File: src/rtl/wm_seq_pkg.sv
package wm_seq_pkg;

    typedef enum logic [5:0] {
        ST_LOAD     = 6'b000001,
        ST_ROW_GO   = 6'b000010,
        ST_ROW_WAIT = 6'b000100,
        ST_COL      = 6'b001000,
        ST_CAPTURE  = 6'b010000,
        ST_INSERT   = 6'b100000
    } seq_state_e;

    typedef struct packed {
        logic ld_row;
        logic row_start;
        logic col_start;
        logic coef_cap;
        logic wm_we;
    } seq_strobe_t;

endpackage

File: src/rtl/wm_seq_cnt.sv
module wm_seq_cnt #(
    parameter int W = 3
) (
    input  logic         clk,
    input  logic         rst_n,
    input  logic         clr,
    input  logic         inc,
    output logic [W-1:0] cnt
);

    always_ff @(posedge clk) begin
        if (!rst_n) begin
            cnt <= '0;
        end else if (clr) begin
            cnt <= '0;
        end else if (inc) begin
            cnt <= cnt + W'(1);
        end
    end

endmodule

File: src/rtl/wm_seq_fsm.sv
module wm_seq_fsm
    import wm_seq_pkg::*;
(
    input  logic        clk,
    input  logic        rst_n,
    input  logic        src_valid,
    input  logic        row_done,
    input  logic        col_done,
    input  logic        row_last,
    input  logic        coef_last,
    output seq_strobe_t strb,
    output logic        row_adv,
    output logic        blk_end
);

    seq_state_e state;
    seq_state_e nxt;
    logic       col_issued;

    // state register
    always_ff @(posedge clk) begin
        if (!rst_n) begin
            state <= ST_LOAD;
        end else begin
            state <= nxt;
        end
    end

    // remembers that the column start has already gone out in this COL visit
    always_ff @(posedge clk) begin
        if (!rst_n) begin
            col_issued <= 1'b0;
        end else begin
            col_issued <= (state == ST_COL) && (nxt == ST_COL);
        end
    end

    // next state; done inputs are looked at only in their own wait state
    always_comb begin
        nxt = state;
        unique case (state)
            ST_LOAD:     if (src_valid) nxt = ST_ROW_GO;
            ST_ROW_GO:   nxt = ST_ROW_WAIT;
            ST_ROW_WAIT: if (row_done) nxt = row_last ? ST_COL : ST_LOAD;
            ST_COL:      if (col_done) nxt = ST_CAPTURE;
            ST_CAPTURE:  nxt = ST_INSERT;
            ST_INSERT:   if (coef_last) nxt = ST_LOAD;
            default:     nxt = ST_LOAD;
        endcase
    end

    // outputs
    always_comb begin
        strb    = '0;
        row_adv = 1'b0;
        blk_end = 1'b0;
        unique case (state)
            ST_LOAD:     strb.ld_row    = src_valid;
            ST_ROW_GO:   strb.row_start = 1'b1;
            ST_ROW_WAIT: row_adv        = row_done;
            ST_COL:      strb.col_start = !col_issued;
            ST_CAPTURE:  strb.coef_cap  = 1'b1;
            ST_INSERT: begin
                strb.wm_we = 1'b1;
                blk_end    = coef_last;
            end
            default: ;
        endcase
    end

endmodule

File: src/rtl/wm_blk_seq.sv
module wm_blk_seq
    import wm_seq_pkg::*;
#(
    parameter int ROWS  = 8,
    parameter int COEFS = 64,
    parameter int BLK_W = 4,
    localparam int ROW_W  = (ROWS  > 1) ? $clog2(ROWS)  : 1,
    localparam int COEF_W = (COEFS > 1) ? $clog2(COEFS) : 1
) (
    input  logic              clk,
    input  logic              rst_n,
    input  logic              src_valid,
    input  logic              row_done,
    input  logic              col_done,
    input  logic [BLK_W-1:0]  frame_blocks,
    output logic              ld_row,
    output logic [ROW_W-1:0]  row_idx,
    output logic              row_start,
    output logic              col_start,
    output logic              coef_cap,
    output logic              wm_we,
    output logic [COEF_W-1:0] coef_idx,
    output logic              block_done,
    output logic              frame_done
);

    seq_strobe_t      strb;
    logic             row_adv;
    logic             blk_end;
    logic             row_last;
    logic             coef_last;
    logic             blk_last;
    logic [BLK_W-1:0] blk_cnt;

    assign row_last  = (row_idx == ROW_W'(ROWS - 1));
    assign coef_last = (coef_idx == COEF_W'(COEFS - 1));
    // wraps, so a programmed 0 means a full 2^BLK_W blocks
    assign blk_last  = ((blk_cnt + BLK_W'(1)) == frame_blocks);

    wm_seq_fsm u_fsm (
        .clk       (clk),
        .rst_n     (rst_n),
        .src_valid (src_valid),
        .row_done  (row_done),
        .col_done  (col_done),
        .row_last  (row_last),
        .coef_last (coef_last),
        .strb      (strb),
        .row_adv   (row_adv),
        .blk_end   (blk_end)
    );

    wm_seq_cnt #(.W(ROW_W)) u_row_cnt (
        .clk   (clk),
        .rst_n (rst_n),
        .clr   (row_adv && row_last),
        .inc   (row_adv),
        .cnt   (row_idx)
    );

    wm_seq_cnt #(.W(COEF_W)) u_coef_cnt (
        .clk   (clk),
        .rst_n (rst_n),
        .clr   (strb.wm_we && coef_last),
        .inc   (strb.wm_we),
        .cnt   (coef_idx)
    );

    wm_seq_cnt #(.W(BLK_W)) u_blk_cnt (
        .clk   (clk),
        .rst_n (rst_n),
        .clr   (blk_end && blk_last),
        .inc   (blk_end),
        .cnt   (blk_cnt)
    );

    assign ld_row     = strb.ld_row;
    assign row_start  = strb.row_start;
    assign col_start  = strb.col_start;
    assign coef_cap   = strb.coef_cap;
    assign wm_we      = strb.wm_we;
    assign block_done = blk_end;
    assign frame_done = blk_end && blk_last;

endmodule

File: config.mk
export PLATFORM = sky130hd
export DESIGN_NAME = wm_blk_seq
export DESIGN_NICKNAME = d
export VERILOG_FILES = /design/src/rtl/wm_seq_pkg.sv /design/src/rtl/wm_seq_cnt.sv /design/src/rtl/wm_seq_fsm.sv /design/src/rtl/wm_blk_seq.sv
export SDC_FILE = /design/constraint.sdc
export NUM_CORES = 1
export LEC_CHECK = 0
export BUFFER_PORTS_ARGS = -buffer_cell sky130_fd_sc_hd__buf_2
export CORE_ASPECT_RATIO = 1.4
export CORE_MARGIN = 5
export CORE_UTILIZATION = 55
export CTS_CLUSTER_SIZE = 12
export DETAILED_ROUTE_END_ITERATION = 16
export PLACE_DENSITY_LB_ADDON = 0.1
export SLEW_MARGIN = 40
export SYNTH_ARGS = -nofsm -noshare
export SYNTH_HDL_FRONTEND = slang
export SYNTH_SLANG_ARGS = --single-unit
File: constraint.sdc
create_clock -name clk -period 4.9 [get_ports clk]
set_input_delay 0.98 -clock clk [delete_from_list [all_inputs] [get_ports clk]]
set_output_delay 0.98 -clock clk [all_outputs]
set_load 0.05 [all_outputs]
== Word level (Yosys, flattened, before mapping) ==
Cells that the tools add are included.
Widths: inputs -> output; s select.
Word-level totals
  output and inout bits: 16
  flip-flop bits (word level): 20
Cells by class
  reductions and logical operators: 8
  eq/ne operators: 10
  $add $sub $neg: 3
  bitwise operators: 1
  multiplexer cells: 13
Operators with widths (number)
  $pmux 6 s6: 1
  $mux 6: 4
  $eq 6x4->1 const B: 2
  $eq 6x6->1 const B: 2
  $mux 1: 7
  $add 6x1->6 const B: 1
  $eq 6x1->1 const B: 1
  $eq 6x2->1 const B: 1
  $eq 6x3->1 const B: 1
  $eq 6x5->1 const B: 1
  $reduce_or 2->1: 3
  $add 4x1->4 const B: 1
  $eq 4x4->1: 1
  $logic_and 1x1->1: 4
  $mux 4: 1
  $add 3x1->3 const B: 1
  $eq 3x3->1 const B: 1
  $logic_not 1->1: 1
  $not 1->1: 1

== Logic depth before layout (Yosys ltp) ==
Gate-level depths: netlist of the first run.
  depth after elaboration: 6
  depth in mapped cells: 5

== By module ==
From an unflattened synthesis of the first run, not the netlist that was laid out.
Unflattened totals
  cell total of the unflattened synthesis: 118
  area, all modules: 1056.0 um2
By module, submodules not included
  wm_seq_fsm: instances 1, cells an instance 48, sequential area each 140.1 um2, area each 384.1 um2
  wm_seq_cnt (u_coef_cnt): instances 1, cells an instance 25, sequential area each 120.1 um2, area each 245.2 um2
  wm_seq_cnt (u_blk_cnt): instances 1, cells an instance 17, sequential area each 80.1 um2, area each 181.4 um2
  wm_seq_cnt (u_row_cnt): instances 1, cells an instance 12, sequential area each 60.1 um2, area each 127.6 um2
  wm_blk_seq: instances 1, cells an instance 16, sequential area each 0.0 um2, area each 117.6 um2

== Worst setup path after synthesis of the first run ==
No wires, ideal clock.
  kind: reg2out
  from: register u_coef_cnt.cnt[0]
  to: output frame_done
  setup slack: 1.080 ns
  data arrival time: 2.840 ns
  cell stages (with the launch flop): 5
  path through: dfxtp_1 ha_1 and2_1 nand4_4 nor4_1
Between the ends
  word-level cells in the longest chain between the ends: 3
RTL lines
  from (decl): RTL line wm_seq_cnt.sv:8  | output logic [W-1:0] cnt
  from (signal assigned): RTL line wm_seq_cnt.sv:17  | cnt <= cnt + W'(1);
  $eq 6x6->1: RTL line wm_blk_seq.sv:36  | assign coef_last = (coef_idx == COEF_W'(COEFS - 1));
  $mux 1: RTL line wm_seq_fsm.sv:57  | unique case (state)
  $logic_and 1x1->1: RTL line wm_blk_seq.sv:83  | assign frame_done = blk_end && blk_last;
  to (decl): RTL line wm_blk_seq.sv:24  | output logic frame_done
No other way between the ends.

== Worst setup path in the final report of the first run ==
  from: register u_fsm.state[3]
  to: output frame_done
Between the ends
  word-level cells in the longest chain between the ends: 3
RTL lines
  from (decl): RTL line wm_seq_fsm.sv:16  | seq_state_e state;
  from (signal assigned): RTL line wm_seq_fsm.sv:25  | state <= nxt;
  $eq 6x6->1: RTL line wm_seq_fsm.sv:57
  $mux 1: RTL line wm_seq_fsm.sv:57
  $logic_and 1x1->1: RTL line wm_blk_seq.sv:83
No other way between the ends.

==> flow_summary_export.csv, run 1 <==
group,metric,value,unit
status,outcome,"finished, final reports clean",
logic_synthesis,syn_inst,116,
die,placementRows,18,
pwr,seqPwrFrac,0.611,
logic_synthesis,ys_warn_count,0,
layout,syn2layout_area_growth,16.0,%
layout,multi_input_area,622,sq um
worst_setup_path,cp.arrival,2.07,ns
logic_synthesis,synth.avg_cell_area,9.01,sq um
detailed_routing,route.antenna.remaining_nets,0,
global_route,total_global_routing_overflow,0,
timing,fin_crit,3.05,ns
place,dp_hpwl,1600,um
global_route,via_count_of_the_first_global_routing_pass,884,
logic_synthesis,synthDistinctLibCells,33,
logic_synthesis,synthesis.area,0.00104,sq mm
global_route,grt_max_degree,11,
die,die_area,0.00288,sq mm
clock_network,cts_num_sinks,20,
global_route,grt_pass1_wl,3470,um
pwr,powerDensity,231,mW/mm^2
worst_setup_path,slowest_stage,"sky130_fd_sc_hd__nor4_4",
pwr,pwr-share-comb,0.125,
worst_setup_path,path_cells,"nor4_4, nand4_4, nor4_1, buf_2",
logic_synthesis,yosysSeqAreaShare,0.383,
worst_setup_path,r2r_depth,4,
timing,timing.setup.tns,0,ns
clock_network,cts_root_buffer,"sky130_fd_sc_hd__clkbuf_4",
logic_synthesis,synth_ff_type,"sky130_fd_sc_hd__dfxtp_1",
global_route,grt_antenna_before_repair,0,
logic_synthesis,synth_largest_area_cell,"sky130_fd_sc_hd__dfxtp_1",
layout,sequential_cell_area,400,sq um
clock_network,post_cts_resize_count,0,
clock_network,insertion_delay,0.29,ns
timing,grt_setup_unrepaired,"no",
worst_setup_path,max_stage_delay,0.52,ns
timing,max_clock_freq,327,MHz
worst_setup_path,worst-path-stages,4,
clock_network,clock_tree.buffer_depth,2,
logic_synthesis,synthMostInstantiatedCell,"sky130_fd_sc_hd__dfxtp_1",
logic_synthesis,number_of_enable_type_register_cells_in_the_synthesized_netlist,0,
clock_network,cts_tree,"done",
job,maxCapViolations,0,
hold_path,timing.hold.worst.class,"reg2reg",
layout,nNetsFinal,158,
clock_network,clkTransAtPathRegs,0.10,ns
logic_synthesis,postSynth.asyncResetShare,0,
clock_network,tritoncts.num_buffers,3,
timing,headroom_to_the_max_slew_limit,0.661,
layout,layout_cells_sized_above_1,0.224,
place,routabilityCongestion,0.825,
layout,num-fill-cells,159,
detailed_routing,wl_per_cell,12.4,um
timing,clock_skew,0.00108,ns
logic_synthesis,synth_top_cells_by_count,"sky130_fd_sc_hd__dfxtp_1 (20), sky130_fd_sc_hd__nor2_1 (16), sky130_fd_sc_hd__nand2_1 (9), sky130_fd_sc_hd__xor2_1 (9)",
layout,final_core_utilization,0.681,
hold_path,worst_hold_path.num_cells,2,
detailed_routing,detail_route.vias_per_cell,5.51,
die,core_region_area,0.00178,sq mm
clock_network,postCtsSetupRepairBufs,0,
worst_setup_path,critPathLaunchType,"flip-flop",
detailed_routing,initialDrtViolationCount,20,
worst_setup_path,required,3.92,ns
logic_synthesis,synth.net_count,129,
timing,hold_violations,0,
layout,n_antenna_cell,0,
worst_setup_path,buf_inv_stages_crit_path,1,
worst_setup_path,timing.critical_path.fanout_max,10,
global_route,grtUsageTotal,0.164,
worst_setup_path,path_class,"reg2out",
pwr,switching_power,72.3,uW
timing,maxSlewViolCount,0,
pwr,irDropWorstVdd,0.163,mV
pwr,clock_power_share,0.265,
worst_setup_path,critPathCaptureType,"primary output",
pwr,static-leakage-power,0.000597,uW
die,die_w,46.8,um
pwr,intPower,208,uW
timing,finalSetupViolCount,0,
detailed_routing,dr.pass1.iters,4,
logic_synthesis,synthDominantCellAreaShare,0.383,
pwr,fraction_of_power_spent_switching_nets,0.258,
logic_synthesis,yosys-top-cells-area,"sky130_fd_sc_hd__dfxtp_1 (38%), sky130_fd_sc_hd__xor2_1 (7.5%), sky130_fd_sc_hd__nor2_1 (5.7%)",
clock_network,cts.hold.buffers_added,0,
die,start_util,0.587,
pwr,p_total,280,uW
timing,tightestPinTransition,0.508,ns
detailed_routing,routed-via-count,898,
place,placement.io_buffers,24,
worst_setup_path,crit_family,"simple AND/OR/NAND/NOR gates",
detailed_routing,postRouteWirelength,2030,um
timing,final_min_period_over_clock_period,0.623,
die,fp.dieH,61.6,um
logic_synthesis,postSynthRegisterBits,20,
clock_network,ctsHtreeMaxLevel,1,
die,num_io_pins,25,
detailed_routing,post-route-drc-count,0,
-- worst paths after layout --
check                         from               end  slack (ns)
setup / recovery    u_fsm.state[3]        frame_done        1.85
hold / removal    u_blk_cnt.cnt[3]  u_blk_cnt.cnt[3]        0.51
hold reg to reg   u_blk_cnt.cnt[3]  u_blk_cnt.cnt[3]        0.51
setup reg to reg    u_fsm.state[3]    u_fsm.state[0]        2.95
-- power groups by stage --
stage | clock [uW] | combinational, uW | sequential (uW)
2_1_floorplan | 0 | 24.9 | 173
3_3_place_gp | 0 | 34.2 | 174
3_5_place_dp | 0 | 34.9 | 175
4_1_cts | 78.3 | 35.1 | 171
5_1_grt | 86.0 | 37.8 | 171
6_report | 74.1 | 34.8 | 171
-- cell families (layout without fill, tap and decap cells) --
group | after synthesis | count (layout) | share of synthesized area
buffers and inverters | 6 | 33 | 0.0216
multiplexers | 4 | 4 | 0.0383
AND/OR/NAND/NOR | 56 | 56 | 0.314
XOR/XNOR | 13 | 13 | 0.109
AO/OA/AOI/OAI | 13 | 13 | 0.0862
adder cells (fa/ha/maj) | 4 | 4 | 0.0479
flip-flops | 20 | 20 | 0.383
-- cells in the final DEF (no fill, tap or decap), drive strengths merged --
master,count
nor4,3
xnor2,4
inv,6
nand4,4
mux2i,4
and3,2
o311a,1
nand3b,2
o21a,1
o22a,1
and2,3
dfxtp,20
nand3,5
and4,1
nor3,3
or4,1
nor4b,2
nand2,9
o41ai,1
a211oi,1
o21ai,3
nor2b,2
nor2,16
a21oi,5
clkbuf,3
or3,2
ha,4
buf,24
xor2,9
and3b,1
-- state kept, by name, indices dropped and copies added, names as in the netlist --
name,cells
u_blk_cnt.cnt,4
u_row_cnt.cnt,3
u_fsm.state,6
u_fsm.col_issued,1
u_coef_cnt.cnt,6
-- worst min-delay path: cells and delay by family (launching register included) --
family,cells,cell delay (ns)
AO/OA/AOI/OAI,2,0.13
flip-flops,1,0.34
-- final cells by class --
type	count	share of cell area
well taps	20	0.0206
multi-input cells	90	0.513
clock buffers	3	0.0186
flip-flops and latches	20	0.330
inverters	6	0.0186
repair buffers	24	0.0991
-- metal layers --
| metal | part of all wire | GRT usage | wire length [um] | vias to the layer above |
|---|---|---|---|---|
| met5 | 0 | 0 | 0 | - |
| met4 | 0.019 | 0.0711 | 38 | 0 |
| met3 | 0.042 | 0.0263 | 86 | 4 |
| met2 | 0.52 | 0.303 | 1060 | 22 |
| met1 | 0.42 | 0.177 | 841 | 406 |
| li1 | - | - | - | 466 |
-- through the flow --
step                cells  area, sq um  hold slack (ns)  setup slack [ns]
global route          163         1210            0.538              1.73
CTS                   163         1210            0.513              1.85
floorplan             116         1040            0.468              1.08
detailed placement    160         1190            0.498              2.00
finish                163         1210            0.507              1.85
global placement      160         1190            0.481              1.99
Note: power is estimated with default switching activity, not from simulation.
==> run 2: changes to the inputs <==
--- a/config.mk
+++ b/config.mk
@@ -5,10 +5,11 @@
 export SDC_FILE = /design/constraint.sdc
 export NUM_CORES = 1
 export LEC_CHECK = 0
+export ABC_AREA = 1
 export BUFFER_PORTS_ARGS = -buffer_cell sky130_fd_sc_hd__buf_2
 export CORE_ASPECT_RATIO = 1.4
 export CORE_MARGIN = 5
-export CORE_UTILIZATION = 55
+export CORE_UTILIZATION = 53
 export CTS_CLUSTER_SIZE = 12
 export DETAILED_ROUTE_END_ITERATION = 16
 export PLACE_DENSITY_LB_ADDON = 0.1
==> constraint.sdc (replaced) <==
create_clock -name clk -period 3.18 [get_ports clk]
set_input_delay 0.636 -clock clk [delete_from_list [all_inputs] [get_ports clk]]
set_output_delay 0.636 -clock clk [all_outputs]
set_load 0.05 [all_outputs]
==> run 2 against run 1 <==
Against the previous run:
- synthesized cell count increased by 49%
- design area increased by 9.9%
- die area is 12% higher
- critical endpoint unchanged
- clock skew barely moved
- first-iteration DRC count shrank 5.0%
- power grew 51%
- sequential power up 50%
- non-clock buffer count is the same
==> flow_summary_export.csv, run 2 <==
group,metric,value,unit
status,outcome,"finished, final reports clean",
die,placementRows,20,
timing,finalSetupViolCount,0,
logic_synthesis,ys_warn_count,0,
logic_synthesis,synthesis.area,0.00116,sq mm
detailed_routing,initialDrtViolationCount,19,
logic_synthesis,yosysSeqAreaShare,0.344,
logic_synthesis,synthDistinctLibCells,23,
detailed_routing,route.antenna.remaining_nets,0,
detailed_routing,detail_route.vias_per_cell,5.06,
place,placedInstanceArea,0.00131,sq mm
clock_network,ctsHtreeMaxLevel,1,
pwr,irDropWorstVdd,0.193,mV
logic_synthesis,synthDominantCellAreaShare,0.344,
logic_synthesis,postSynth.asyncResetShare,0,
layout,top_regs,"u_coef_cnt.cnt (6), u_fsm.state (6), u_blk_cnt.cnt (4)",
worst_setup_path,timing.reg2reg.setup_slack,1.70,ns
worst_setup_path,crit_family,"simple AND/OR/NAND/NOR gates",
pwr,static-leakage-power,0.000682,uW
pwr,powerDensity,316,mW/mm^2
place,routabilityCongestion,0.815,
timing,maxSlewViolCount,0,
timing,fin_hold_ws,0.489,ns
logic_synthesis,synth.net_count,186,
worst_setup_path,buf_inv_stages_crit_path,3,
die,num_io_pins,25,
clock_network,cts_root_buffer,"sky130_fd_sc_hd__clkbuf_4",
die,die_w,49.6,um
layout,nNetsFinal,215,
place,placement.io_buffers,24,
timing,fin_crit,2.46,ns
clock_network,clock_tree.buffer_depth,2,
job,maxCapViolations,0,
worst_setup_path,critical_path.reg2reg.endpoint,"u_blk_cnt.cnt[0]",
layout,layout.cells.most_common,"sky130_fd_sc_hd__nand2_1",
timing,hold_violations,0,
clock_network,tritoncts.num_buffers,3,
die,start_util,0.546,
clock_network,cts_tree,"done",
worst_setup_path,timing.critical_path.fanout_max,8,
logic_synthesis,syn_inst,173,
detailed_routing,post-route-drc-count,0,
global_route,grtUsageTotal,0.161,
worst_setup_path,slowest_stage,"sky130_fd_sc_hd__dfxtp_1",
global_route,grt_antenna_before_repair,0,
logic_synthesis,synth_top_cells_by_count,"sky130_fd_sc_hd__nand2_1 (42), sky130_fd_sc_hd__nor2_1 (30), sky130_fd_sc_hd__inv_1 (26)",
logic_synthesis,synth_ff_type,"sky130_fd_sc_hd__dfxtp_1",
place,dp.cells,219,
layout,final_cells,222,
worst_setup_path,setup.worst_path.start,"u_coef_cnt.cnt[0]",
worst_setup_path,max_stage_delay,0.39,ns
worst_setup_path,cp.arrival,1.82,ns
worst_setup_path,r2r_depth,8,
timing,headroom_to_the_max_slew_limit,0.818,
layout,syn2layout_area_growth,14.6,%
layout,postLayoutCellArea,0.00133,sq mm
layout,layout_common_cells,"sky130_fd_sc_hd__nand2_1 (42), sky130_fd_sc_hd__nor2_1 (30), sky130_fd_sc_hd__inv_1 (26), sky130_fd_sc_hd__buf_2 (24), sky130_fd_sc_hd__dfxtp_1 (20)",
hold_path,timing.hold.worst.class,"reg2reg",
die,core_region_area,0.00213,sq mm
clock_network,post_cts_resize_count,0,
logic_synthesis,synth_largest_area_cell,"sky130_fd_sc_hd__dfxtp_1",
global_route,grt_pass1_wl,4220,um
hold_path,worst_hold_path.num_cells,2,
logic_synthesis,number_of_enable_type_register_cells_in_the_synthesized_netlist,0,
worst_setup_path,path_class,"reg2out",
global_route,grt_max_degree,11,
timing,max_clock_freq,407,MHz
worst_setup_path,critPathCaptureType,"primary output",
clock_network,insertion_delay,0.29,ns
detailed_routing,wl_per_cell,10.6,um
clock_network,cts.hold.buffers_added,0,
logic_synthesis,synth.avg_cell_area,6.72,sq um
logic_synthesis,postSynthRegisterBits,20,
die,die_area,0.00324,sq mm
detailed_routing,postRouteWirelength,2360,um
clock_network,postCtsSetupRepairBufs,0,
detailed_routing,routed-via-count,1123,
global_route,via_count_of_the_first_global_routing_pass,1068,
global_route,total_global_routing_overflow,0,
clock_network,clkTransAtPathRegs,0.10,ns
hold_path,holdCritStartpoint,"u_row_cnt.cnt[2]",
timing,final_min_period_over_clock_period,0.773,
worst_setup_path,path_cells,"ha_1, nand2_1, nor3_4, nand2_8, clkinv_4, nand3_2, inv_1, buf_2",
logic_synthesis,yosys-top-cells-area,"sky130_fd_sc_hd__dfxtp_1 (34%), sky130_fd_sc_hd__nand2_1 (14%), sky130_fd_sc_hd__nor2_1 (9.7%)",
layout,num-fill-cells,226,
timing,timing.setup.tns,0,ns
timing,clock_skew,0.00125,ns
detailed_routing,dr.pass1.iters,4,
worst_setup_path,required,2.54,ns
place,dp_hpwl,1910,um
clock_network,cts_num_sinks,20,
layout,layout_cells_sized_above_1,0.205,
die,fp.dieH,65.4,um
logic_synthesis,synthMostInstantiatedCell,"sky130_fd_sc_hd__nand2_1",
timing,tightestPinTransition,0.272,ns
worst_setup_path,critical_path.reg2reg.startpoint,"u_coef_cnt.cnt[0]",
layout,final_core_utilization,0.626,
hold_path,timing.hold.worst_endpoint,"u_row_cnt.cnt[2]",
layout,n_antenna_cell,0,
timing,grt_setup_unrepaired,"no",
worst_setup_path,critPathLaunchType,"flip-flop",
-- run 2: cell count changes after synthesis, moves of 3 or more --
cell and change:
sky130_fd_sc_hd__inv_1 +21, sky130_fd_sc_hd__nand2_2 +3, sky130_fd_sc_hd__xor2_1 -6, sky130_fd_sc_hd__a21oi_1 +3, sky130_fd_sc_hd__nor2_2 +3, sky130_fd_sc_hd__nor2_1 +14
sky130_fd_sc_hd__mux2i_1 -4, sky130_fd_sc_hd__nand2_1 +33, sky130_fd_sc_hd__nand3_1 +3, sky130_fd_sc_hd__o21ai_0 +3, sky130_fd_sc_hd__and2_1 -3
-- run 2: kinds of logic (layout without fill, tap and decap cells) --
kind of cell | count (synthesis) | count (layout) | share of synthesized area
compound gates | 15 | 15 | 0.0646
xor+xnor | 5 | 5 | 0.0377
fa+ha+maj | 4 | 4 | 0.0431
buf+inv | 29 | 56 | 0.0980
flops | 20 | 20 | 0.344
simple gates | 100 | 100 | 0.412
-- run 2: cell type report --
type                       instances  area [sq um]  share of cell area
inverter                          29           114              0.0854
clock buffer                       3          22.5              0.0169
sequential                        20           400               0.300
tap                               22          27.5              0.0207
multi-input combinational        124           648               0.486
timing repair buffer              24           120              0.0901
-- run 2: worst max path at each step --
stage | slack [ns] | endpoint | cells after the start
final | 0.72 | frame_done | 8
after global placement | 1.06 | frame_done | 9
after CTS | 0.69 | frame_done | 8
after detailed placement | 1.01 | frame_done | 9
after global routing | 0.57 | frame_done | 7
after floorplan | 0.62 | frame_done | 7
-- run 2: where the power goes --
part	total, uW	switching, uW	internal [uW]	leakage, uW
combinational	48.2	33.1	15.2	0.000507
clock	117	73.1	44.1	0.0000138
sequential	256	2.88	253	0.000162
total	422	109	313	0.000682
-- run 2: tightest hold or removal path, cell delays in order, from the launching register on --
cell                      delay, ns
sky130_fd_sc_hd__dfxtp_1       0.34
sky130_fd_sc_hd__nand2_1       0.06
sky130_fd_sc_hd__a21oi_1       0.05
-- run 2: per-layer routing --
metal / part of all wire / wire (um) / vias to the layer above / global-route usage
met5: 0 / 0 / - / 0
met4: 0.020 / 48 / 0 / 0.0689
met3: 0.062 / 147 / 4 / 0.0363
met2: 0.52 / 1230 / 26 / 0.285
met1: 0.39 / 930 / 500 / 0.181
li1: - / - / 593 / -
-- run 2: per-stage QoR --
| stage | setup WS, ns | total power (uW) |
|---|---|---|
| final | 0.721 | 422 |
| after global routing | 0.567 | 447 |
| after floorplan | 0.619 | 296 |
| after CTS | 0.694 | 429 |
| after detailed placement | 1.01 | 310 |
| after global placement | 1.06 | 309 |
